===== src/rtl/bank_seq_pkg.sv =====
package bank_seq_pkg;
  typedef enum logic [1:0] {
    CMD_NOP = 2'd0,
    CMD_ACT = 2'd1,
    CMD_RD  = 2'd2,
    CMD_PRE = 2'd3
  } dram_cmd_e;
endpackage


===== src/rtl/bank_addr_map.sv =====
module bank_addr_map #(
  parameter int ROW_W   = 14,
  parameter int BANK_W  = 3,
  parameter int COL_W   = 11,
  parameter int BYTE_W  = 3,
  parameter int BURST_W = 3,
  localparam int ADDR_W = ROW_W + BANK_W + COL_W + BYTE_W,
  localparam int CHI_W  = COL_W - BURST_W
) (
  input  logic [ADDR_W-1:0] addr_i,
  input  logic              map_sel_i,
  input  logic              xor_en_i,
  output logic [ROW_W-1:0]  row_o,
  output logic [BANK_W-1:0] bank_o,
  output logic [CHI_W-1:0]  col_hi_o
);
  logic [BANK_W-1:0] bank_raw;
  logic              unused_low;

  assign row_o = addr_i[ADDR_W-1 -: ROW_W];

  always_comb begin
    if (map_sel_i) begin
      col_hi_o = addr_i[BYTE_W+BURST_W+BANK_W +: CHI_W];
      bank_raw = addr_i[BYTE_W+BURST_W +: BANK_W];
    end else begin
      col_hi_o = addr_i[BYTE_W+BURST_W +: CHI_W];
      bank_raw = addr_i[BYTE_W+COL_W +: BANK_W];
    end
  end

  // hash with low row bits
  assign bank_o = xor_en_i ? (bank_raw ^ row_o[BANK_W-1:0]) : bank_raw;

  // burst always starts at column offset zero
  assign unused_low = ^addr_i[BYTE_W+BURST_W-1:0];
endmodule


===== src/rtl/bank_row_table.sv =====
module bank_row_table #(
  parameter int ROW_W  = 14,
  parameter int BANK_W = 3,
  localparam int NUM_BANKS = 1 << BANK_W
) (
  input  logic              clk_i,
  input  logic              rst_ni,
  input  logic              act_i,
  input  logic              pre_i,
  input  logic              rd_i,
  input  logic [BANK_W-1:0] bank_i,
  input  logic [ROW_W-1:0]  row_i,
  input  logic [BANK_W-1:0] lk_bank_i,
  output logic              lk_open_o,
  output logic [ROW_W-1:0]  lk_row_o
);
  logic [NUM_BANKS-1:0] open_q;
  logic [ROW_W-1:0]     row_q [NUM_BANKS];

  for (genvar b = 0; b < NUM_BANKS; b++) begin : g_bank
    logic sel;
    assign sel = (bank_i == BANK_W'(b));
    always_ff @(posedge clk_i or negedge rst_ni) begin
      if (!rst_ni) begin
        open_q[b] <= 1'b0;
        row_q[b]  <= '0;
      end else if (sel && act_i) begin
        open_q[b] <= 1'b1;
        row_q[b]  <= row_i;
      end else if (sel && pre_i) begin
        open_q[b] <= 1'b0;
      end
    end
  end

  assign lk_open_o = open_q[lk_bank_i];
  assign lk_row_o  = row_q[lk_bank_i];

  assert_act_closed_R10: assert property (@(posedge clk_i) disable iff (!rst_ni)
    act_i |-> !open_q[bank_i]);
  assert_pre_open_R7: assert property (@(posedge clk_i) disable iff (!rst_ni)
    pre_i |-> open_q[bank_i]);
  assert_rd_open_row_R6: assert property (@(posedge clk_i) disable iff (!rst_ni)
    rd_i |-> (open_q[bank_i] && row_q[bank_i] == row_i));
endmodule


===== src/rtl/bank_seq_fsm.sv =====
module bank_seq_fsm
  import bank_seq_pkg::*;
#(
  parameter int ROW_W   = 14,
  parameter int BANK_W  = 3,
  parameter int CHI_W   = 8,
  parameter int BURST_W = 3,
  parameter int T_RP    = 4,
  parameter int T_RCD   = 4,
  localparam int TMAX   = (T_RP > T_RCD) ? T_RP : T_RCD,
  localparam int CNT_W  = $clog2(TMAX + 1)
) (
  input  logic                     clk_i,
  input  logic                     rst_ni,
  input  logic                     req_valid_i,
  input  logic [ROW_W-1:0]         dec_row_i,
  input  logic [BANK_W-1:0]        dec_bank_i,
  input  logic [CHI_W-1:0]         dec_col_hi_i,
  input  logic                     lk_open_i,
  input  logic [ROW_W-1:0]         lk_row_i,
  output logic                     ready_o,
  output dram_cmd_e                cmd_o,
  output logic [BANK_W-1:0]        bank_o,
  output logic [ROW_W-1:0]         row_o,
  output logic [CHI_W+BURST_W-1:0] col_o
);
  typedef enum logic [2:0] {S_IDLE, S_PRE, S_WRP, S_ACT, S_WRCD, S_RD} state_e;

  state_e             st_q;
  logic [CNT_W-1:0]   cnt_q;
  logic [BURST_W-1:0] beat_q;
  logic [ROW_W-1:0]   row_q;
  logic [BANK_W-1:0]  bank_q;
  logic [CHI_W-1:0]   chi_q;

  always_ff @(posedge clk_i or negedge rst_ni) begin
    if (!rst_ni) begin
      st_q   <= S_IDLE;
      cnt_q  <= '0;
      beat_q <= '0;
      row_q  <= '0;
      bank_q <= '0;
      chi_q  <= '0;
    end else begin
      case (st_q)
        S_IDLE: if (req_valid_i) begin
          row_q  <= dec_row_i;
          bank_q <= dec_bank_i;
          chi_q  <= dec_col_hi_i;
          beat_q <= '0;
          if (!lk_open_i)                st_q <= S_ACT;
          else if (lk_row_i == dec_row_i) st_q <= S_RD;
          else                            st_q <= S_PRE;
        end
        S_PRE: begin
          cnt_q <= CNT_W'(T_RP - 1);
          st_q  <= (T_RP <= 1) ? S_ACT : S_WRP;
        end
        S_WRP: begin
          cnt_q <= cnt_q - 1'b1;
          if (cnt_q == CNT_W'(1)) st_q <= S_ACT;
        end
        S_ACT: begin
          cnt_q <= CNT_W'(T_RCD - 1);
          st_q  <= (T_RCD <= 1) ? S_RD : S_WRCD;
        end
        S_WRCD: begin
          cnt_q <= cnt_q - 1'b1;
          if (cnt_q == CNT_W'(1)) st_q <= S_RD;
        end
        S_RD: begin
          beat_q <= beat_q + 1'b1;
          if (&beat_q) st_q <= S_IDLE;
        end
        default: st_q <= S_IDLE;
      endcase
    end
  end

  always_comb begin
    case (st_q)
      S_PRE:   cmd_o = CMD_PRE;
      S_ACT:   cmd_o = CMD_ACT;
      S_RD:    cmd_o = CMD_RD;
      default: cmd_o = CMD_NOP;
    endcase
  end

  assign ready_o = (st_q == S_IDLE);
  assign bank_o  = bank_q;
  assign row_o   = row_q;
  assign col_o   = {chi_q, beat_q};

  // checker state: cycles since previous command and its kind
  dram_cmd_e        last_q;
  logic [CNT_W-1:0] gap_q;
  always_ff @(posedge clk_i or negedge rst_ni) begin
    if (!rst_ni) begin
      last_q <= CMD_NOP;
      gap_q  <= '0;
    end else if (cmd_o != CMD_NOP) begin
      last_q <= cmd_o;
      gap_q  <= CNT_W'(1);
    end else if (gap_q != CNT_W'(TMAX)) begin
      gap_q <= gap_q + 1'b1;
    end
  end

  assert_pre_act_gap_R7: assert property (@(posedge clk_i) disable iff (!rst_ni)
    (cmd_o == CMD_ACT && last_q == CMD_PRE) |-> gap_q == CNT_W'(T_RP));
  assert_act_rd_gap_R5: assert property (@(posedge clk_i) disable iff (!rst_ni)
    (cmd_o == CMD_RD && last_q == CMD_ACT) |-> gap_q == CNT_W'(T_RCD));
  assert_busy_no_ready_R9: assert property (@(posedge clk_i) disable iff (!rst_ni)
    (cmd_o != CMD_NOP) |-> !ready_o);
  assert_burst_steady_R8: assert property (@(posedge clk_i) disable iff (!rst_ni)
    (cmd_o == CMD_RD && col_o[BURST_W-1:0] != '1) |=>
      (cmd_o == CMD_RD && $stable(bank_o) && $stable(row_o)));
endmodule


===== src/rtl/bank_cmd_seq.sv =====
module bank_cmd_seq
  import bank_seq_pkg::*;
#(
  parameter int ROW_W   = 14,
  parameter int BANK_W  = 3,
  parameter int COL_W   = 11,
  parameter int BYTE_W  = 3,
  parameter int BURST_W = 3,
  parameter int T_RP    = 4,
  parameter int T_RCD   = 4,
  localparam int ADDR_W = ROW_W + BANK_W + COL_W + BYTE_W,
  localparam int CHI_W  = COL_W - BURST_W
) (
  input  logic              clk_i,
  input  logic              rst_ni,
  input  logic              req_valid_i,
  input  logic [ADDR_W-1:0] req_addr_i,
  input  logic              map_sel_i,
  input  logic              xor_en_i,
  output logic              req_ready_o,
  output logic [1:0]        cmd_o,
  output logic [BANK_W-1:0] cmd_bank_o,
  output logic [ROW_W-1:0]  cmd_row_o,
  output logic [COL_W-1:0]  cmd_col_o
);
  logic [ROW_W-1:0]  dec_row, lk_row;
  logic [BANK_W-1:0] dec_bank;
  logic [CHI_W-1:0]  dec_chi;
  logic              lk_open;
  dram_cmd_e         cmd;

  bank_addr_map #(
    .ROW_W(ROW_W), .BANK_W(BANK_W), .COL_W(COL_W), .BYTE_W(BYTE_W), .BURST_W(BURST_W)
  ) u_map (
    .addr_i(req_addr_i), .map_sel_i(map_sel_i), .xor_en_i(xor_en_i),
    .row_o(dec_row), .bank_o(dec_bank), .col_hi_o(dec_chi)
  );

  bank_row_table #(.ROW_W(ROW_W), .BANK_W(BANK_W)) u_tab (
    .clk_i(clk_i), .rst_ni(rst_ni),
    .act_i(cmd == CMD_ACT), .pre_i(cmd == CMD_PRE), .rd_i(cmd == CMD_RD),
    .bank_i(cmd_bank_o), .row_i(cmd_row_o),
    .lk_bank_i(dec_bank), .lk_open_o(lk_open), .lk_row_o(lk_row)
  );

  bank_seq_fsm #(
    .ROW_W(ROW_W), .BANK_W(BANK_W), .CHI_W(CHI_W), .BURST_W(BURST_W),
    .T_RP(T_RP), .T_RCD(T_RCD)
  ) u_fsm (
    .clk_i(clk_i), .rst_ni(rst_ni), .req_valid_i(req_valid_i),
    .dec_row_i(dec_row), .dec_bank_i(dec_bank), .dec_col_hi_i(dec_chi),
    .lk_open_i(lk_open), .lk_row_i(lk_row),
    .ready_o(req_ready_o), .cmd_o(cmd),
    .bank_o(cmd_bank_o), .row_o(cmd_row_o), .col_o(cmd_col_o)
  );

  assign cmd_o = cmd;
endmodule


===== config.mk =====
export PLATFORM = sky130hd
export DESIGN_NAME = bank_cmd_seq
export DESIGN_NICKNAME = d
export VERILOG_FILES = /design/src/rtl/bank_seq_pkg.sv /design/src/rtl/bank_addr_map.sv /design/src/rtl/bank_row_table.sv /design/src/rtl/bank_seq_fsm.sv /design/src/rtl/bank_cmd_seq.sv
export SDC_FILE = /design/constraint.sdc
export NUM_CORES = 1
export LEC_CHECK = 0
export ABC_AREA = 1
export BUFFER_PORTS_ARGS = -buffer_cell sky130_fd_sc_hd__buf_2
export CAP_MARGIN = 10
export CORE_ASPECT_RATIO = 0.6
export CORE_MARGIN = 3
export CORE_UTILIZATION = 40
export CTS_BUF_LIST = sky130_fd_sc_hd__clkbuf_8
export DETAILED_ROUTE_END_ITERATION = 10
export GPL_ROUTABILITY_DRIVEN = 0
export PLACE_DENSITY_LB_ADDON = 0.1
export SLEW_MARGIN = 20
export SYNTH_ARGS = -nofsm -noshare
export SYNTH_HDL_FRONTEND = slang
export SYNTH_SLANG_ARGS = --single-unit
export TNS_END_PERCENT = 50

===== constraint.sdc =====
create_clock -name clk_i -period 2.2 [get_ports clk_i]
set_clock_uncertainty 0.1 [all_clocks]
set_input_delay 0.66 -clock clk_i [delete_from_list [all_inputs] [get_ports clk_i]]
set_output_delay 0.66 -clock clk_i [all_outputs]
set_load 0.05 [all_outputs]

### Word level (Yosys, flattened, before mapping)

Cells that the tools add are included.

* reduce and logical (&&, ||, !) cells: 34
* mux-type cells: 35
* bitwise logic cells: 2
* eq/ne operators: 20
* $lt $le $gt $ge: 2
* $add $sub $neg: 2

Operator list (count)
* 14-bit binary-select mux with 3-bit select: 1
* 14-bit two-way mux: 2
* 3-bit two-way mux: 9
* 2-bit nonzero test: 10
* 3-bit == test, second input constant: 6
* 3-bit case mux with 6 select lines: 1
* 1-bit two-way mux: 17
* 1-bit logical AND: 16
* 14-bit == test: 1
* 3-bit by 2-bit == test with 1-bit output, second input constant: 4
* 3-bit case mux with 2 select lines: 2
* 3-bit by 1-bit == test with 1-bit output, second input constant: 3
* 8-bit two-way mux: 1
* 3-bit zero test: 2
* 2-bit by 1-bit inequality test with 1-bit output, second input constant: 3
* 2-bit case mux with 3 select lines: 1
* 4-bit >= comparator, second input constant: 1
* 3-bit by 4-bit < comparator with 1-bit output, second input constant: 1
* 3-bit NOT with 4-bit output: 1
* 2-bit AND reduction: 2
* 4-bit AND reduction: 1
* 2-bit OR reduction: 2
* 3-bit by 1-bit adder with 3-bit output, second input constant: 1
* 1-bit binary-select mux with 3-bit select: 1
* 6 further kinds: 6

* input port bits: 36
* word-level logic and storage cells: 117
* bits in registers: 154

### Logic depth before layout (Yosys ltp)

* depth in word-level cells: 12
* gate-level depth with buffers: 18
* depth with buffers taken out: 16

### By module

A second synthesis with hierarchy kept.

* cells, all modules: 1104
* area, all modules: 8231.6 µm²

Modules (own cells, without submodules)
* bank_row_table: instances 1, area each 6105.9 µm², sequential area each 3002.9 µm², cells each 823
* bank_seq_fsm: instances 1, area each 1778.0 µm², sequential area each 850.8 µm², cells each 209
* bank_addr_map: instances 1, area each 325.3 µm², sequential area each 0.0 µm², cells each 66
* bank_cmd_seq: instances 1, area each 22.5 µm², sequential area each 0.0 µm², cells each 6

### Least setup slack after synthesis

Ideal clock, no wire load.

* path type: register -> register
* start: reg u_fsm.st_q[0]
* end: reg u_tab.row_q[36] in the netlist's numbering
* slack: -260 ps
* buffers on the path: 2
* period minus slack after synthesis: 2460 ps
* stages on the path, launching flop included: 10
* data arrival time: 2231 ps
* cell sequence: dfrtp_1 > inv_1 > nor2_1 > nand2_1 > nor2_1 > nand2_1 > clkbuf_1 > clkbuf_1 > nand2_1 > o21ai_0

* word-level cells in the longest chain between the ends: 4
* elaborated cells between the ends (all ways): 6
* classes of those cells: eq/ne: 4; mux: 1; reduce/logical: 1

Ends and longest elaborated chain
* start: declaration: RTL line bank_seq_fsm.sv:29 `state_e st_q;`
* start signal: assignment: RTL line bank_seq_fsm.sv:57 `st_q <= (T_RP <= 1) ? S_ACT : S_WRP;`
* start signal: assignment: RTL line bank_seq_fsm.sv:65 `st_q <= (T_RCD <= 1) ? S_RD : S_WRCD;`
* 3-bit == test (tied with other cells): RTL line bank_seq_fsm.sv:81 `case (st_q)`
* 2-bit case mux with 3 select lines *: RTL line bank_seq_fsm.sv:81
* via cmd_o[0]: RTL line bank_cmd_seq.sv:21 `output logic [1:0] cmd_o,`
* 2-bit by 1-bit == test with 1-bit output *: RTL line bank_cmd_seq.sv:41 `.act_i(cmd == CMD_ACT), .pre_i(cmd == CMD_PRE), .rd_i(cmd == CMD_RD),`
* 1-bit logical AND *: RTL line bank_row_table.sv:27 `end else if (sel && act_i) begin`
* end signal: indexed assignment: RTL line bank_row_table.sv:29 `row_q[b] <= row_i;`
* end: declaration: RTL line bank_row_table.sv:18 `logic [ROW_W-1:0] row_q [NUM_BANKS];`

Mark *: on every way through the listed nets, which the timed path passes. The rest lies on a longest branch.
A chain may end at the register's enable or synchronous reset.

### Worst setup path after layout

* start: in map_sel_i
* end: reg u_fsm.st_q[2]

* word-level cells in the longest chain between the ends: 12
* elaborated cells between the ends (all ways): 14
* classes of those cells: eq/ne: 1; mux: 11; bitwise: 2

Ends and longest elaborated chain
* start: declaration: RTL line bank_cmd_seq.sv:18 `input logic map_sel_i,`
* 3-bit two-way mux *: RTL line bank_addr_map.sv:23 `if (map_sel_i) begin`
* 3-bit bitwise XOR: RTL line bank_addr_map.sv:33 `assign bank_o = xor_en_i ? (bank_raw ^ row_o[BANK_W-1:0]) : bank_raw;`
* 3-bit two-way mux *: RTL line bank_addr_map.sv:33
* 3-bit NOT with 4-bit output (implied by the code): RTL line bank_row_table.sv:37 `assign lk_row_o = row_q[lk_bank_i];`
* 14-bit binary-select mux with 3-bit select: RTL line bank_row_table.sv:37
* 14-bit two-way mux (implied by the code) (2 in series): RTL line bank_row_table.sv:37
* 14-bit == test: RTL line bank_seq_fsm.sv:52 `else if (lk_row_i == dec_row_i) st_q <= S_RD;`
* 3-bit two-way mux: RTL line bank_seq_fsm.sv:52
* 3-bit two-way mux *: RTL line bank_seq_fsm.sv:51 `if (!lk_open_i) st_q <= S_ACT;`
* 3-bit two-way mux *: RTL line bank_seq_fsm.sv:46 `S_IDLE: if (req_valid_i) begin`
* 3-bit case mux with 6 select lines *: RTL line bank_seq_fsm.sv:45 `case (st_q)`

Every way passes the cells marked *; elsewhere a longest branch is shown, timed or not. The select of a mux whose other input is x is not followed.

==> report_table.html <==
<table>
<tr><th>Metric</th><th>Value</th></tr>
<tr><th colspan="2">Route</th></tr>
<tr><td>WL final</td><td>22.0 mm</td></tr>
<tr><td>Per-cell via count in the routed design</td><td>5.08</td></tr>
<tr><td>Detail Route Antenna Nets</td><td>0</td></tr>
<tr><td>DR vias</td><td>6501</td></tr>
<tr><td>Violation count after the first detailed-route iteration</td><td>576</td></tr>
<tr><td>Routed WL per cell</td><td>17.2 microns</td></tr>
<tr><td>Number of iterations in the first detailed-routing pass</td><td>5</td></tr>
<tr><td>Total DRC errors in the routed layout</td><td>0</td></tr>
<tr><th colspan="2">Yosys</th></tr>
<tr><td>Number of cells produced by synthesis</td><td>929</td></tr>
<tr><td>Most used DFF post-synth</td><td>sky130_fd_sc_hd__dfrtp_1</td></tr>
<tr><td>Post-synth cell types</td><td>26</td></tr>
<tr><td>EDFF count, synth</td><td>0</td></tr>
<tr><td>Area fraction in and, or, nand and nor cells after synthesis</td><td>28.4%</td></tr>
<tr><td>Portion of synthesized cell area occupied by the leading cell type</td><td>52.1%</td></tr>
<tr><td>Yosys Warn Count</td><td>0</td></tr>
<tr><td>Yosys top cell by area</td><td>sky130_fd_sc_hd__dfrtp_1</td></tr>
<tr><td>Mux cell area share after synthesis</td><td>0%</td></tr>
<tr><td>Top post-synthesis cells by count</td><td>sky130_fd_sc_hd__nand2_1 (286), sky130_fd_sc_hd__dfrtp_1 (154), sky130_fd_sc_hd__nand3_1 (154)</td></tr>
<tr><td>Compound-gate portion of the synthesized area</td><td>11.6%</td></tr>
<tr><td>Most frequent cell after synthesis</td><td>sky130_fd_sc_hd__nand2_1</td></tr>
<tr><td>Area share of fa/ha/maj cells after synthesis</td><td>0.676%</td></tr>
<tr><td>Sequential element share of the synthesized area</td><td>52.1%</td></tr>
<tr><td>Flip-flop and latch count after synthesis</td><td>154</td></tr>
<tr><td>Async set or reset register ratio after synthesis</td><td>100%</td></tr>
<tr><td>Main combinational cell family by area after synthesis</td><td>simple AND/OR/NAND/NOR gates</td></tr>
<tr><td>Netlist Area Pre-Place</td><td>7400 sq um</td></tr>
<tr><td>Syn_nets</td><td>969</td></tr>
<tr><td>Ranking of synthesized cells by area</td><td>sky130_fd_sc_hd__dfrtp_1 (52%), sky130_fd_sc_hd__nand2_1 (15%), sky130_fd_sc_hd__nand3_1 (10%), sky130_fd_sc_hd__o21ai_0 (10%), sky130_fd_sc_hd__inv_1 (2.7%)</td></tr>
<tr><td>Post-synthesis area per instance</td><td>7.97 sq um</td></tr>
<tr><td>Xor-xnor portion of the synthesized cell area</td><td>0.372%</td></tr>
<tr><th colspan="2">GRT</th></tr>
<tr><td>Busiest metal layer after global routing</td><td>met1</td></tr>
<tr><td>Remaining Overflow, GRT</td><td>0</td></tr>
<tr><td>Wire length of the first global-routing pass</td><td>34.3 mm</td></tr>
<tr><td>Met1 demand-to-capacity share in global routing</td><td>32.2%</td></tr>
<tr><td>Pin count of the biggest net entering global routing</td><td>52</td></tr>
<tr><td>Initial antenna violation count</td><td>0</td></tr>
<tr><td>GR Layer Usage met2</td><td>31.9%</td></tr>
<tr><td>Number of global-route vias before repair</td><td>6245</td></tr>
<tr><td>Met3 routing resource usage after global routing</td><td>4.86%</td></tr>
<tr><td>Total global-route track usage</td><td>21.6%</td></tr>
<tr><th colspan="2">Floorplanning</th></tr>
<tr><td>Area enclosed by the die boundary</td><td>20200 sq um</td></tr>
<tr><td>Starting density of the core</td><td>42.0%</td></tr>
<tr><td>Placeable Area</td><td>17600 sq um</td></tr>
<tr><td>Number of placement rows</td><td>37</td></tr>
<tr><td>Width of the die</td><td>182 microns</td></tr>
<tr><td>I/O pin count</td><td>67</td></tr>
<tr><td>Die Span Y</td><td>111 microns</td></tr>
<tr><th colspan="2">Setup path</th></tr>
<tr><td>Critical Path Slowest Stage Cell</td><td>sky130_fd_sc_hd__buf_12</td></tr>
<tr><td>Largest delay share family, worst path</td><td>simple AND/OR/NAND/NOR gates</td></tr>
<tr><td>Data required time of the critical path</td><td>2500 ps</td></tr>
<tr><td>CP max stage delay</td><td>140 ps</td></tr>
<tr><td>Endpoint type of the worst setup path</td><td>flop</td></tr>
<tr><td>Worst path cell trace</td><td>buf_8 &gt; buf_8 &gt; nand2_4 &gt; nand2_2 &gt; nand2_2 &gt; nand2_4 &gt; inv_8 &gt; buf_12 &gt; nand3_1 &gt; nand3_2 &gt; nand2_1 &gt; nand2_2 &gt; nand2_1 &gt; nor2_2 &gt; nand2_1 &gt; nor2_1 &gt; nand2_2 &gt; a21oi_2</td></tr>
<tr><td>Buffering stage count on the worst path with inverters included</td><td>4</td></tr>
<tr><td>Critical Path Source Type</td><td>primary input</td></tr>
<tr><td>Data arrival time of the critical path</td><td>2470 ps</td></tr>
<tr><td>Crit path kind</td><td>primary input to flop</td></tr>
<tr><td>Largest fanout of any net on the critical path</td><td>7</td></tr>
<tr><td>Cell repeated most along the worst path</td><td>sky130_fd_sc_hd__nand2_2</td></tr>
<tr><th colspan="2">Timing</th></tr>
<tr><td>Minimum setup slack in the final design</td><td>32.3 ps</td></tr>
<tr><td>RSZ-0062 raised after global routing</td><td>true</td></tr>
<tr><td>Finish-stage setup viols</td><td>0</td></tr>
<tr><td>Crit share post-route</td><td>98.5%</td></tr>
<tr><td>Slew of the pin with the lowest slew margin</td><td>416 ps</td></tr>
<tr><td>Number of endpoints with negative hold slack in the final report</td><td>0</td></tr>
<tr><td>Max-slew headroom at the worst pin</td><td>72.3%</td></tr>
<tr><td>Period minus WS final</td><td>2170 ps</td></tr>
<tr><td>Maximum frequency from static timing analysis</td><td>0.461 GHz</td></tr>
<tr><td>Final Max Tran Viols</td><td>0</td></tr>
<tr><th colspan="2">Clocking</th></tr>
<tr><td>Number of buffers inserted during clock tree synthesis</td><td>17</td></tr>
<tr><td>Clock network latency to the later pin of the worst-skew pair</td><td>480 ps</td></tr>
<tr><td>Clock tree from TritonCTS</td><td>yes</td></tr>
<tr><td>Maximum level of the CTS H-tree</td><td>4</td></tr>
<tr><td>Deepest clock path buffer count</td><td>2</td></tr>
<tr><td>Clk root buf</td><td>sky130_fd_sc_hd__clkbuf_8</td></tr>
<tr><td>Clock transition at the register clock pins on the worst setup and hold paths after CTS</td><td>90 ps</td></tr>
<tr><td>Clock net sink count</td><td>154</td></tr>
<tr><th colspan="2">Power and ir drop</th></tr>
<tr><td>Leak Pwr</td><td>0.00451 uW</td></tr>
<tr><td>Power density over cell area</td><td>1240 nW/um^2</td></tr>
<tr><td>Maximum VDD drop</td><td>0.000673 V</td></tr>
<tr><td>Pwr Total</td><td>11500 uW</td></tr>
<tr><th colspan="2">Cells and area</th></tr>
<tr><td>Area growth from synthesis to layout</td><td>25.2%</td></tr>
<tr><td>Count of placed standard cells in the final layout, fillers left out</td><td>1279</td></tr>
<tr><td>Share of layout cells above drive strength 1</td><td>21.6%</td></tr>
<tr><td>Ant diodes</td><td>0</td></tr>
<tr><td>Net count, final</td><td>1072</td></tr>
<tr><td>Final design utilization</td><td>52.6%</td></tr>
<tr><th colspan="2">Placement</th></tr>
<tr><td>Total placed cells including tap cells</td><td>1230</td></tr>
<tr><td>Post-Place Setup Slack</td><td>-504 ps</td></tr>
<tr><td>Port buffer count</td><td>60</td></tr>
<tr><td>Placed wire-length estimate</td><td>14.2 mm</td></tr>
<tr><th colspan="2">Outcome</th></tr>
<tr><td>Result of the run</td><td>finished clean</td></tr>
<tr><th colspan="2">Flow run</th></tr>
<tr><td>Max-Cap Viols</td><td>0</td></tr>
<tr><th colspan="2">Hold path</th></tr>
<tr><td>Path category of the worst min-delay check</td><td>primary input to flop</td></tr>
</table>
==> report_power, final <==
group	internal, uW	total (uW)	switching, uW
clock	1240	2390	1160
sequential	3920	4610	685
combinational	1510	4500	2980
==> stage by stage <==
step	TNS, ps	hold slack (ps)	area, sq um
CTS	-128	360	8880
finish	0	377	9270
global placement	-637	366	8410
detailed placement	-645	374	8410
global route	-129	377	9270
floorplan	-177	264	7410
==> worst paths after layout <==
path                            depth (start not counted)           start               to  slack, ps
worst max-delay path                                   18       map_sel_i    u_fsm.st_q[2]         30
worst min-delay path                                    3  req_addr_i[30]  u_fsm.row_o[13]        380
worst max register to register                         11   u_fsm.st_q[2]    u_fsm.st_q[2]        300
worst min register to register                          2  u_fsm.chi_q[5]   u_fsm.chi_q[5]        390
max in group asynchronous                               3          rst_ni   u_fsm.row_o[3]        870
min in group asynchronous                               2          rst_ni  u_tab.row_q[17]        560
==> state kept, by name, indices dropped and copies added, names as in the netlist <==
signal        count
u_fsm.cnt_q       3
u_tab.open_q      8
u_fsm.bank_o      3
u_tab.row_q     112
u_fsm.chi_q       8
u_fsm.st_q        3
u_fsm.beat_q      3
u_fsm.row_o      14
==> cell type report <==
type                            count  area, sq um
Sequential cell                   154         3860
Inverter                           56          228
Tap cell                          234          293
Multi-Input combinational cell    661         3200
Timing Repair Buffer              142         1260
Fill cell                        1706         8370
Clock buffer                       17          234
Clock inverter                     15          199
==> per-layer routing <==
metal | part of all wire (%) | wire (microns)
met4 | 1.3 | 286
met1 | 51 | 11200
met3 | 4.9 | 1070
met5 | 0 | 0
met2 | 43 | 9430
==> worst reg2reg max path, delay by kind of cell, from the launching register on <==
family,cells,cell delay [ps]
compound gates,4,510
buf+inv,4,420
flops,1,470
simple gates,3,280
==> logic make-up (layout without fill, tap and decap cells) <==
group	Yosys count	in the layout
AO/OA/AOI/OAI	166	166
XOR/XNOR	1	1
adder cells (fa/ha/maj)	4	4
buffers and inverters	114	230
flip-flops	154	154
AND/OR/NAND/NOR	490	490
==> cells in the final DEF, fill, tap and decap left out, types with 2 or more instances in the layout <==
master / instances
sky130_fd_sc_hd__a21oi_1: 2
sky130_fd_sc_hd__a32o_1: 2
sky130_fd_sc_hd__buf_12: 17
sky130_fd_sc_hd__buf_2: 55
sky130_fd_sc_hd__buf_4: 53
sky130_fd_sc_hd__buf_6: 9
sky130_fd_sc_hd__buf_8: 4
sky130_fd_sc_hd__bufinv_16: 4
sky130_fd_sc_hd__clkbuf_16: 3
sky130_fd_sc_hd__clkbuf_8: 17
sky130_fd_sc_hd__clkinv_2: 3
sky130_fd_sc_hd__clkinv_4: 4
sky130_fd_sc_hd__dfrtp_1: 152
sky130_fd_sc_hd__dfrtp_2: 2
sky130_fd_sc_hd__ha_1: 4
sky130_fd_sc_hd__inv_1: 50
sky130_fd_sc_hd__inv_2: 4
sky130_fd_sc_hd__inv_6: 2
sky130_fd_sc_hd__inv_8: 2
sky130_fd_sc_hd__nand2_1: 272
sky130_fd_sc_hd__nand2_2: 14
sky130_fd_sc_hd__nand2_4: 6
sky130_fd_sc_hd__nand3_1: 144
sky130_fd_sc_hd__nand3_2: 15
sky130_fd_sc_hd__nand3_4: 2
sky130_fd_sc_hd__nor2_1: 28
sky130_fd_sc_hd__nor2_2: 3
sky130_fd_sc_hd__nor2_4: 2
sky130_fd_sc_hd__nor3_1: 3
sky130_fd_sc_hd__o21ai_0: 153
sky130_fd_sc_hd__o31ai_1: 3
==> timing repair <==
action | 4_1_cts | 5_1_grt
endpoints found under the setup margin | 4 | 4
pin swaps | 0 | 17
hold endpoints to repair | 10 | 0
setup buffers | 0 | 12
resized for setup | 10 | 60
hold buffers | 1 | 0
cloned | 0 | 4
Power figures use the tool's default switching activity.
